===== src/rtl/fw_pkg.sv =====
package fw_pkg;

    // Burst tracking state shared between the counter and the gate.
    typedef struct packed {
        logic in_burst;   // at least one beat of a burst has completed
        logic first_blk;  // current block is the first of the burst
        logic at_open;    // current beat is the opening beat of a block
    } trk_t;

    function automatic int unsigned block_bytes(input int unsigned data_w,
                                                input int unsigned beats);
        return (data_w / 8) * beats;
    endfunction

    function automatic logic has_room(input logic [31:0] free_bytes,
                                      input logic [31:0] need_bytes);
        return free_bytes >= need_bytes;
    endfunction

endpackage


===== src/rtl/fw_beat_tracker.sv =====
module fw_beat_tracker
    import fw_pkg::*;
#(
    parameter int unsigned BEATS = 4
) (
    input  logic clk,
    input  logic rst,
    input  logic frame_i,
    input  logic xfer_i,
    output trk_t st_o
);
    localparam int unsigned BW = (BEATS > 1) ? $clog2(BEATS) : 1;
    localparam logic [BW-1:0] LAST = BW'(BEATS - 1);

    logic [BW-1:0] beat_q;
    logic          first_q;
    logic          inb_q;

    always_ff @(posedge clk) begin
        if (rst) begin
            beat_q  <= '0;
            first_q <= 1'b1;
            inb_q   <= 1'b0;
        end else if (xfer_i) begin
            if (!frame_i) begin
                beat_q  <= '0;
                first_q <= 1'b1;
                inb_q   <= 1'b0;
            end else begin
                inb_q <= 1'b1;
                if (beat_q == LAST) begin
                    beat_q  <= '0;
                    first_q <= 1'b0;
                end else begin
                    beat_q <= beat_q + 1'b1;
                end
            end
        end
    end

    always_comb begin
        st_o.in_burst  = inb_q;
        st_o.first_blk = first_q;
        st_o.at_open   = (beat_q == '0);
    end

    // a beat without a handshake leaves the count where it was
    a_r8_hold_without_xfer: assert property (@(posedge clk) disable iff (rst)
        !xfer_i |=> $stable(beat_q));

    // the final beat returns the tracker to its starting state
    a_r9_end_restarts: assert property (@(posedge clk) disable iff (rst)
        (xfer_i && !frame_i) |=> (st_o.first_blk && st_o.at_open && !st_o.in_burst));

endmodule


===== src/rtl/fw_throttle_gate.sv =====
module fw_throttle_gate
    import fw_pkg::*;
#(
    parameter int unsigned FREE_W = 12,
    parameter int unsigned NEED   = 128
) (
    input  logic              clk,
    input  logic              rst,
    input  logic              frame_i,
    input  trk_t              st_i,
    input  logic [FREE_W-1:0] free_i,
    output logic              trdy_o
);
    logic room;
    logic live;

    always_comb begin
        room   = has_room(32'(free_i), 32'(NEED));
        live   = frame_i || st_i.in_burst;
        trdy_o = !rst && live && (!st_i.at_open || st_i.first_blk || room);
    end

    // a later block opens only when a whole block fits
    a_r4_open_needs_room: assert property (@(posedge clk) disable iff (rst)
        (trdy_o && st_i.at_open && !st_i.first_blk) |-> (32'(free_i) >= 32'(NEED)));

    // inside an opened block the receiver never stalls
    a_r5_mid_block_ready: assert property (@(posedge clk) disable iff (rst)
        (st_i.in_burst && !st_i.at_open) |-> trdy_o);

    // the first block is taken whatever the buffer holds
    a_r3_first_block_ready: assert property (@(posedge clk) disable iff (rst)
        (frame_i && st_i.first_blk) |-> trdy_o);

endmodule


===== src/rtl/fw_write_stage.sv =====
module fw_write_stage #(
    parameter int unsigned DATA_W = 256
) (
    input  logic              clk,
    input  logic              rst,
    input  logic              xfer_i,
    input  logic [DATA_W-1:0] data_i,
    output logic              wr_en_o,
    output logic [DATA_W-1:0] wr_data_o
);
    always_ff @(posedge clk) begin
        if (rst) begin
            wr_en_o   <= 1'b0;
            wr_data_o <= '0;
        end else begin
            wr_en_o <= xfer_i;
            if (xfer_i) begin
                wr_data_o <= data_i;
            end
        end
    end

    // written data is the bus value of the handshake cycle
    a_r7_data_matches: assert property (@(posedge clk) disable iff (rst)
        wr_en_o |-> (wr_data_o == $past(data_i)));

endmodule


===== src/rtl/fw_throttle_rx.sv =====
module fw_throttle_rx
    import fw_pkg::*;
#(
    parameter int unsigned DATA_W = 256,
    parameter int unsigned BEATS  = 4,
    parameter int unsigned FREE_W = 12
) (
    input  logic              clk,
    input  logic              rst,
    input  logic              frame_i,
    input  logic              irdy_i,
    input  logic [DATA_W-1:0] data_i,
    input  logic [FREE_W-1:0] free_i,
    output logic              trdy_o,
    output logic              wr_en_o,
    output logic [DATA_W-1:0] wr_data_o
);
    localparam int unsigned NEED = block_bytes(DATA_W, BEATS);

    trk_t st;
    logic xfer;

    assign xfer = irdy_i && trdy_o;

    fw_beat_tracker #(.BEATS(BEATS)) trk_i (
        .clk     (clk),
        .rst     (rst),
        .frame_i (frame_i),
        .xfer_i  (xfer),
        .st_o    (st)
    );

    fw_throttle_gate #(.FREE_W(FREE_W), .NEED(NEED)) gate_i (
        .clk     (clk),
        .rst     (rst),
        .frame_i (frame_i),
        .st_i    (st),
        .free_i  (free_i),
        .trdy_o  (trdy_o)
    );

    fw_write_stage #(.DATA_W(DATA_W)) wr_i (
        .clk       (clk),
        .rst       (rst),
        .xfer_i    (xfer),
        .data_i    (data_i),
        .wr_en_o   (wr_en_o),
        .wr_data_o (wr_data_o)
    );

    // reset holds target-ready low
    always_comb begin
        if (rst) begin
            a_r1_reset_quiet: assert (!trdy_o);
        end
    end

    // nothing happens between bursts
    a_r2_idle_quiet: assert property (@(posedge clk) disable iff (rst)
        (!frame_i && !st.in_burst) |-> !trdy_o);

    // a write strobe always follows a handshake
    a_r7_write_follows_xfer: assert property (@(posedge clk) disable iff (rst)
        wr_en_o |-> $past(irdy_i && trdy_o));

endmodule


===== config.mk =====
export PLATFORM = sky130hd
export DESIGN_NAME = fw_throttle_rx
export DESIGN_NICKNAME = d
export VERILOG_FILES = /design/src/rtl/fw_pkg.sv /design/src/rtl/fw_beat_tracker.sv /design/src/rtl/fw_throttle_gate.sv /design/src/rtl/fw_write_stage.sv /design/src/rtl/fw_throttle_rx.sv
export SDC_FILE = /design/constraint.sdc
export NUM_CORES = 1
export LEC_CHECK = 0
export ABC_AREA = 0
export CORE_AREA = 4 4 204 206
export DETAILED_ROUTE_END_ITERATION = 6
export DIE_AREA = 0 0 208 210
export GPL_ROUTABILITY_DRIVEN = 0
export MAX_ROUTING_LAYER = met4
export PLACE_DENSITY = 0.66
export SYNTH_ARGS = -nofsm -noshare
export SYNTH_HDL_FRONTEND = slang
export SYNTH_SLANG_ARGS = --single-unit

===== constraint.sdc =====
create_clock -name clk -period 5.2 [get_ports clk]
set_input_delay 0.52 -clock clk [delete_from_list [all_inputs] [get_ports clk]]
set_output_delay 0.52 -clock clk [all_outputs]
set_load 0.05 [all_outputs]

# --- Word-level counts from Yosys, hierarchy flattened ---
# Cells that the tools add are included.
totals:
  regBits: 261
  latchBits: 0
  mem_bits_rw: 0
  romBits: 0
  inputBits: 272
  out_inout_bits: 258
  word_cells: 24
  n_memories: 0
classes:
  add_sub_neg: 1
  multipliers: 0
  n_div: 0
  order_cmp: 1
  n_eq_ne: 2
  shift: 0
  muxes: 5
  bitwise_logic: 0
  n_reduce_logical: 10
op_table:
  columns: ["cell", "count"]
  rows:
  - ["$ge A12 B8 Y1 const B", 1]
  - ["$mux W2", 2]
  - ["$logic_and A1 B1 Y1", 3]
  - ["$logic_or A1 B1 Y1", 3]
  - ["$mux W1", 3]
  - ["$add A2 B1 Y2 const B", 1]
  - ["$eq A2 B2 Y1 const B", 1]
  - ["$logic_not A1 Y1", 2]
  - ["$logic_not A2 Y1", 1]
  - ["$ne A2 B1 Y1 const B", 1]
  - ["$reduce_and A2 Y1", 1]

# --- Logic depth before layout (Yosys ltp) ---
# Gate-level depths: netlist (run 1).
logic_depth:
  word_depth: 7
  mapped_depth: 8
  depth_no_buf: 5

# --- Modules after synthesis ---
# A second synthesis (run 1) with hierarchy kept.
hier_totals:
  cells_unflattened: 854
  hier_area_um2: 9450.3
by_module_without_submodules:
  columns: ["module", "instances", "cells_per_inst", "area_each_um2", "seq_area_each_um2"]
  rows:
  - ["fw_write_stage", 1, 828, 9223.8, 5144.9]
  - ["fw_beat_tracker", 1, 21, 197.7, 80.1]
  - ["fw_throttle_gate", 1, 4, 22.5, 0.0]
  - ["fw_throttle_rx", 1, 1, 6.3, 0.0]

# --- Worst setup path after synthesis (run 1) ---
# No wires, ideal clock.
synth_timing:
  path_kind: "input port to flip-flop"
  from: "input port free_i[11]"
  to: "register wr_i.wr_data_o[100]"
  setup_time_ns: 0.072
  arrival_ns: 1.871
  required_time_ns: 5.128
  setup_slack_ns: 3.257
  path_stages: 6
  n_path_buf: 3
  cell_sequence: "or4_4 > o211ai_2 > buf_4 > buf_8 > buf_8 > mux2i_1"
synth_between:
  elab_chain_cells: 4
synth_rtl:
  columns: ["element", "line_no", "text"]
  rows:
  - ["from (decl)", "fw_throttle_rx.sv:13", "input logic [FREE_W-1:0] free_i,"]
  - ["$ge A12 B8 Y1", "fw_pkg.sv:17", "return free_bytes >= need_bytes;"]
  - ["$logic_or A1 B1 Y1", "fw_throttle_gate.sv:20", "trdy_o = !rst && live && (!st_i.at_open || st_i.first_blk || room);"]
  - ["$logic_and A1 B1 Y1", "fw_throttle_gate.sv:20", null]
  - ["$logic_and A1 B1 Y1", "fw_throttle_rx.sv:23", "assign xfer = irdy_i && trdy_o;"]
  - ["to (signal assigned)", "fw_write_stage.sv:18", "wr_data_o <= data_i;"]
  - ["to (decl)", "fw_write_stage.sv:9", "output logic [DATA_W-1:0] wr_data_o"]
# Every way passes these cells.
# A chain may end at the register's enable or synchronous reset.

# --- Worst setup path after layout (run 1) ---
layout_timing:
  from: "register trk_i.beat_q[0]"
  to: "output port trdy_o"
layout_between:
  elab_chain_cells: 5
layout_rtl:
  columns: ["element", "line_no", "text"]
  rows:
  - ["from (decl)", "fw_beat_tracker.sv:15", "logic [BW-1:0] beat_q;"]
  - ["from (signal assigned)", "fw_beat_tracker.sv:35", "beat_q <= beat_q + 1'b1;"]
  - ["$logic_not A2 Y1", "fw_beat_tracker.sv:44", "st_o.at_open = (beat_q == '0);"]
  - ["$logic_not A1 Y1", "fw_throttle_gate.sv:20", null]
  - ["$logic_or A1 B1 Y1 (2 in a row)", "fw_throttle_gate.sv:20", null]
  - ["$logic_and A1 B1 Y1", "fw_throttle_gate.sv:20", null]
  - ["to (decl)", "fw_throttle_rx.sv:14", "output logic trdy_o,"]
# Every way passes these cells.

==> impl_metrics.env, run 1 <==
export IMPL_io_pins=530
export IMPL_clkPwrFrac_pct=40.7
export IMPL_clkLatencyLatePin_ps=560
export IMPL_n_fill_cell=3736
export IMPL_power_internal_w=0.00385
export IMPL_critPathArrivalTime_ps=2480
export IMPL_grt_total_usage_pct=14.9
export IMPL_synthDistinctLibCells=19
export IMPL_vias=9133
export IMPL_cts_htree_levels=1
export IMPL_antenna_found_initial=1
export IMPL_hold_viol_final=0
export IMPL_rows=73
export IMPL_cts_tree="built"
export IMPL_grt_pass1_vias=9115
export IMPL_yosysTopAreaCellShare_pct=44.6
export IMPL_ys_ff_latch=261
export IMPL_placed_cell_area_um2=17200
export IMPL_pwr_share_comb_pct=18.8
export IMPL_nets=1888
export IMPL_synth_avg_cell_area_um2=10.3
export IMPL_status="completed"
export IMPL_syn_instance_count=1138
export IMPL_clock_sinks=261
export IMPL_synthTopCellsByArea="dfxtp_1 45%, nand2b_1 28%, mux2i_1 22%, clkbuf_1 1.8%, buf_8 1.5%"
export IMPL_overflow=0
export IMPL_rsz0062_at_grt="no"
export IMPL_grt_util_met3_pct=3.91
export IMPL_fin_util_pct=45.9
export IMPL_drive_gt1_share_pct=3.49
export IMPL_post_drt_wl_per_cell_um=15.9
export IMPL_min_path_type="register to register"
export IMPL_dieArea_um2=43700
export IMPL_drt_first_pass_iters=4
export IMPL_worstHoldStart="trk_i.first_q$_SDFFE_PP1P_"
export IMPL_maxSlewViolCount=0
export IMPL_setup_tns_ps=0
export IMPL_min_period_ps=3000
export IMPL_die_h_um=210
export IMPL_p_leak_nw=7.88
export IMPL_grt_pass1_wl_mm=51.7
export IMPL_relSlewSlack_pct=28.4
export IMPL_cts_root_buffer="clkbuf_16"
export IMPL_start_kind="register"
export IMPL_vias_per_cell=4.23
export IMPL_cts_resized_gates=0
export IMPL_regArea_um2=5230
export IMPL_drc_errors=0
export IMPL_worstPathMaxFanout=4
export IMPL_grt_max_degree=265
export IMPL_yosysSeqAreaShare_pct=44.6
export IMPL_netlist_area_um2=11700
export IMPL_cp_end_kind="output pin"
export IMPL_r2r_start="trk_i.beat_q[0]$_SDFFE_PP0P_"
export IMPL_clk_path_buf_depth=3
export IMPL_peakVddDrop_mv=0.251
export IMPL_grt_busiest_layer="met2"
export IMPL_start_util_pct=29.6
export IMPL_met2_usage_pct=25.6
export IMPL_io_buffers=522
export IMPL_synth_area_leader_cell="dfxtp_1"
export IMPL_tightest_slew_ps=1070
export IMPL_syn2layout_area_growth_pct=55.2
export IMPL_cp_required_ps=4680
export IMPL_yosys_warnings=0
export IMPL_hold_buffers=0
export IMPL_synth_nets=1412
export IMPL_post_place_ws_ps=2240
export IMPL_fin_skew_ps=25.6
export IMPL_setup_viol=0
export IMPL_stdcell_area_um2=18200
export IMPL_dp_hpwl_mm=25.0
export IMPL_ant_nets=0
export IMPL_seqPwrFrac_pct=40.6
export IMPL_swShare_pct=26.5
export IMPL_drt_wl_total_mm=34.4
export IMPL_cp_startpoint="trk_i.beat_q[0]$_SDFFE_PP0P_"
export IMPL_coreArea_um2=39600
export IMPL_cts_clk_slew_worst_paths_ps=60
export IMPL_die_w_um=208
export IMPL_p_per_area_nw_per_um2=288
export IMPL_worst_slack_ps=2200
export IMPL_met1_usage_pct=17.2
export IMPL_period_share_pct=57.8
export IMPL_power_switching_w=0.00139
export IMPL_postCtsSetupRepairBufs=0
export IMPL_cts_buffers_inserted=31
export IMPL_clock_fmax_mhz=333
export IMPL_multi_input_area_um2=5940
export IMPL_crit_type="register to output pin"
export IMPL_drtIter0Drc=374
export IMPL_maxCapViolCount=0
==> metal layers <==
metal,vias up,share of wire (%),routed length [um]
met5,-,0,0
met4,0,2.4,818
met3,54,7.0,2420
met2,276,50,17100
met1,4203,41,14000
li1,4600,-,-
==> final timing paths <==
path | end | slack [ps] | cells after the start
worst max-delay path | trdy_o | 2200 | 5
worst min-delay path | trk_i.first_q$_SDFFE_PP1P_ | 470 | 2
worst max register to register | wr_i.wr_data_o[91]$_SDFFE_PP0P_ | 2740 | 6
worst min register to register | trk_i.first_q$_SDFFE_PP1P_ | 470 | 2
==> metrics by stage <==
step / cells / total power, W / hold slack [ps]
2_1_floorplan: 1138 / 0.00275 / 431
3_3_place_gp: 2106 / 0.00315 / 445
3_5_place_dp: 2106 / 0.00316 / 459
4_1_cts: 2160 / 0.00534 / 471
5_1_grt: 2161 / 0.00546 / 489
6_report: 2161 / 0.00524 / 469
==> registers in the layout, indices dropped and copies added (netlist names) <==
signal          count
wr_i.wr_data_o    256
trk_i.beat_q        2
trk_i.first_q       1
trk_i.inb_q         1
wr_i.wr_en_o        1
==> Yosys cell counts (all sizes together) <==
| cell | n |
|---|---|
| or4 | 1 |
| a21oi | 1 |
| dfxtp | 261 |
| o21ai | 2 |
| ha | 2 |
| or3 | 1 |
| nand2b | 516 |
| clkbuf | 57 |
| buf | 29 |
| nand3b | 1 |
| inv | 3 |
| or3b | 1 |
| o21a | 1 |
| o211ai | 2 |
| o21ba | 1 |
| mux2i | 259 |
==> layout make-up <==
| class | instances | share of cell area (%) |
|---|---|---|
| antenna | 1 | 0.0138 |
| clock buffer | 48 | 5.05 |
| clock inverter | 6 | 0.454 |
| inverter | 3 | 0.0619 |
| multi-input combinational | 788 | 32.6 |
| sequential | 261 | 28.7 |
| tap | 525 | 3.61 |
| timing repair buffer | 529 | 29.4 |
==> logic make-up (layout without fill, tap and decap cells) <==
family / after synthesis / count (layout) / share of synthesized area (%)
flip-flops: 261 / 261 / 44.6
adder cells (fa/ha/maj): 2 / 2 / 0.213
AO/OA/AOI/OAI: 7 / 7 / 0.448
other: 0 / 1 / 0
multiplexers: 259 / 259 / 22.1
AND/OR/NAND/NOR: 520 / 520 / 27.8
buffers and inverters: 89 / 586 / 4.87
==> power by group through the flow <==
| stage | Combinational [W] | Sequential (W) | Clock (W) |
|---|---|---|---|
| floorplan | 0.000293 | 0.00245 | 0 |
| detailed placement | 0.000989 | 0.00217 | 0 |
| global placement | 0.000982 | 0.00217 | 0 |
| finish | 0.000983 | 0.00213 | 0.00213 |
| CTS | 0.000994 | 0.00213 | 0.00221 |
| global route | 0.00104 | 0.00214 | 0.00228 |
==> critical path, cell delays in order (launching register included) <==
cell	delay, ps
dfxtp_1	340
inv_1	60
ha_1	140
or3b_2	490
o21a_1	190
clkdlybuf4s50_1	710
==> placed cells by master (no fill, tap or decap), types with 2 or more instances in the layout <==
| master | netlist | layout |
|---|---|---|
| inv_1 | 3 | 3 |
| nand2b_1 | 516 | 516 |
| clkdlybuf4s50_1 | 0 | 521 |
| buf_12 | 0 | 6 |
| ha_1 | 2 | 2 |
| clkinv_2 | 0 | 3 |
| dfxtp_1 | 261 | 261 |
| bufinv_16 | 0 | 2 |
| mux2i_1 | 259 | 259 |
| clkbuf_16 | 0 | 31 |
| clkbuf_1 | 57 | 9 |
| o21ai_0 | 2 | 2 |
| clkbuf_8 | 0 | 8 |
No activity file was read; power rests on OpenSTA's default activity.
==> run 2, diff against run 1 <==
--- a/config.mk
+++ b/config.mk
@@ -6,9 +6,9 @@
 export NUM_CORES = 1
 export LEC_CHECK = 0
 export ABC_AREA = 0
-export CORE_AREA = 4 4 204 206
+export CORE_AREA = 4 4 205 207
 export DETAILED_ROUTE_END_ITERATION = 6
-export DIE_AREA = 0 0 208 210
+export DIE_AREA = 0 0 209 211
 export GPL_ROUTABILITY_DRIVEN = 0
 export MAX_ROUTING_LAYER = met4
 export PLACE_DENSITY = 0.66
==> constraint.sdc (replaced) <==
create_clock -name clk -period 2.8 [get_ports clk]
set_input_delay 0.28 -clock clk [delete_from_list [all_inputs] [get_ports clk]]
set_output_delay 0.28 -clock clk [all_outputs]
set_load 0.05 [all_outputs]
==> run 2 against run 1 <==
  * Final cell count grew 1.2%
  * Critical path depth unchanged
  * Combinational power grew 88%
  * Non-clock buffer count grew 16
  * Count of clock-buffer cells in the layout shrank 2
  * Via count increased by 1.7%
==> impl_metrics.env, run 2 (synthesized netlist as in run 1, its figures left out) <==
export IMPL_p_per_area_nw_per_um2=563
export IMPL_cts_htree_levels=2
export IMPL_rsz0062_at_grt="no"
export IMPL_start_kind="register"
export IMPL_ff2ff_setup_slack_ps=630
export IMPL_tightest_slew_ps=749
export IMPL_period_share_pct=79.2
export IMPL_clock_fmax_mhz=451
export IMPL_drc_errors=0
export IMPL_cts_clk_slew_worst_paths_ps=60
export IMPL_critPathBufInv=2
export IMPL_io_buffers=522
export IMPL_grt_pass1_vias=9527
export IMPL_status="completed"
export IMPL_overflow=0
export IMPL_clkPwrFrac_pct=44.5
export IMPL_cp_end_kind="output pin"
export IMPL_top_regs="wr_i.wr_data_o (256), trk_i.beat_q (2)"
export IMPL_hold_viol_final=0
export IMPL_stdcell_area_um2=18600
export IMPL_hold_buffers=0
export IMPL_cp_cell_sequence="inv_1, ha_1, or3b_2, o21a_1, buf_4"
export IMPL_nets=1907
export IMPL_coreArea_um2=40400
export IMPL_postCtsSetupRepairBufs=0
export IMPL_setup_viol=0
export IMPL_drive_gt1_share_pct=5.02
export IMPL_cpPeakStageDelay_ps=500
export IMPL_clkLatencyLatePin_ps=510
export IMPL_final_cell_mix="520 x clkdlybuf4s50_1, 516 x nand2b_1, 261 x dfxtp_1"
export IMPL_relSlewSlack_pct=50.0
export IMPL_die_h_um=211
export IMPL_cp_top_family="simple AND/OR/NAND/NOR gates"
export IMPL_antenna_found_initial=0
export IMPL_clock_sinks=261
export IMPL_worstPathMaxFanout=4
export IMPL_largest_register_ffs=256
export IMPL_dieArea_um2=44100
export IMPL_dp_hpwl_mm=25.8
export IMPL_setup_tns_ps=0
export IMPL_regArea_um2=5230
export IMPL_drt_first_pass_iters=6
export IMPL_timing_hold_ws_ps=227
export IMPL_drtIter0Drc=430
export IMPL_vias_per_cell=4.25
export IMPL_drt_wl_total_mm=35.0
export IMPL_maxCapViolCount=0
export IMPL_critPathArrivalTime_ps=1940
export IMPL_peakVddDrop_mv=0.390
export IMPL_fin_util_pct=46.0
export IMPL_grt_max_degree=239
export IMPL_grt_total_usage_pct=15.4
export IMPL_syn2layout_area_growth_pct=58.3
export IMPL_rows=74
export IMPL_pwr_share_comb_pct=17.7
export IMPL_cts_resized_gates=0
export IMPL_clk_path_buf_depth=3
export IMPL_min_path_type="input port to register"
export IMPL_n_fill_cell=3874
export IMPL_crit_slowest_cell="or3b_2"
export IMPL_final_common_cell="clkdlybuf4s50_1"
export IMPL_placed_cell_area_um2=17400
export IMPL_swShare_pct=26.0
export IMPL_cp_required_ps=2520
export IMPL_min_period_ps=2220
export IMPL_grt_pass1_wl_mm=52.9
export IMPL_power_switching_w=0.00272
export IMPL_cts_root_buffer="clkbuf_16"
export IMPL_post_drt_wl_per_cell_um=16.0
export IMPL_power_internal_w=0.00774
export IMPL_multi_input_area_um2=5940
export IMPL_seqPwrFrac_pct=37.8
export IMPL_start_util_pct=29.1
export IMPL_vias=9291
export IMPL_maxSlewViolCount=0
export IMPL_fin_skew_ps=8.36
export IMPL_cts_tree="built"
export IMPL_crit_type="register to output pin"
export IMPL_regMostFlops="wr_i.wr_data_o"
export IMPL_die_w_um=209
export IMPL_num_antenna_cells=0
export IMPL_cts_buffers_inserted=34
export IMPL_io_pins=530
export IMPL_ant_nets=0
export IMPL_p_leak_nw=8.08
## run 2: cell count changes in the layout (fill, tap and decap cells not counted)
cell	before	now
clkdlybuf4s50_1	521	520
diode_2	1	0
buf_12	6	10
clkinv_2	3	6
clkbuf_16	31	37
inv_6	0	1
clkbuf_8	8	5
bufinv_16	2	5
clkinvlp_4	1	0
clkbuf_1	9	4
buf_4	1	14
## run 2: final cells by class
class / count / share of cell area [%]
Tap cell: 532 / 3.59
Sequential cell: 261 / 28.1
Timing Repair Buffer: 545 / 29.8
Clock buffer: 46 / 5.44
Inverter: 3 / 0.0607
Clock inverter: 12 / 1.02
Multi-Input combinational cell: 788 / 32.0
## run 2: worst paths after layout
kind	from	to	depth (start not counted)
max reg2reg	trk_i.beat_q[0]$_SDFFE_PP0P_	wr_i.wr_data_o[72]$_SDFFE_PP0P_	7
max	trk_i.beat_q[0]$_SDFFE_PP0P_	trdy_o	5
min reg2reg	wr_i.wr_data_o[118]$_SDFFE_PP0P_	wr_i.wr_data_o[118]$_SDFFE_PP0P_	2
min	rst	trk_i.first_q$_SDFFE_PP1P_	3
## run 2: power groups by stage
| stage | clock [W] | sequential (W) | combinational (W) |
|---|---|---|---|
| final | 0.00465 | 0.00395 | 0.00185 |
| after global routing | 0.00495 | 0.00397 | 0.00195 |
| after CTS | 0.00483 | 0.00395 | 0.00187 |
| after detailed placement | 0 | 0.00403 | 0.00187 |
| after global placement | 0 | 0.00402 | 0.00185 |
| after floorplan | 0 | 0.00456 | 0.000545 |
## run 2: per-stage QoR
stage / worst slack [ps] / std cells / power, W
after floorplan: 985 / 1138 / 0.00510
after global placement: 354 / 2129 / 0.00588
after detailed placement: 321 / 2129 / 0.00590
after CTS: 514 / 2187 / 0.0107
after global routing: 487 / 2187 / 0.0109
final: 584 / 2187 / 0.0105
## run 2: worst reg2reg max path: stages (launching register included)
cell	delay, ps
dfxtp_1	330
inv_1	60
ha_1	140
or3b_2	500
o211ai_4	240
buf_12	270
buf_12	300
mux2i_1	240
## run 2: metal layers
metal,GRT usage [%],wire [um],up-vias
met4,5.40,986,0
met3,4.31,2340,61
li1,-,-,4646
met5,-,0,-
met1,17.4,14100,4290
met2,26.2,17600,294
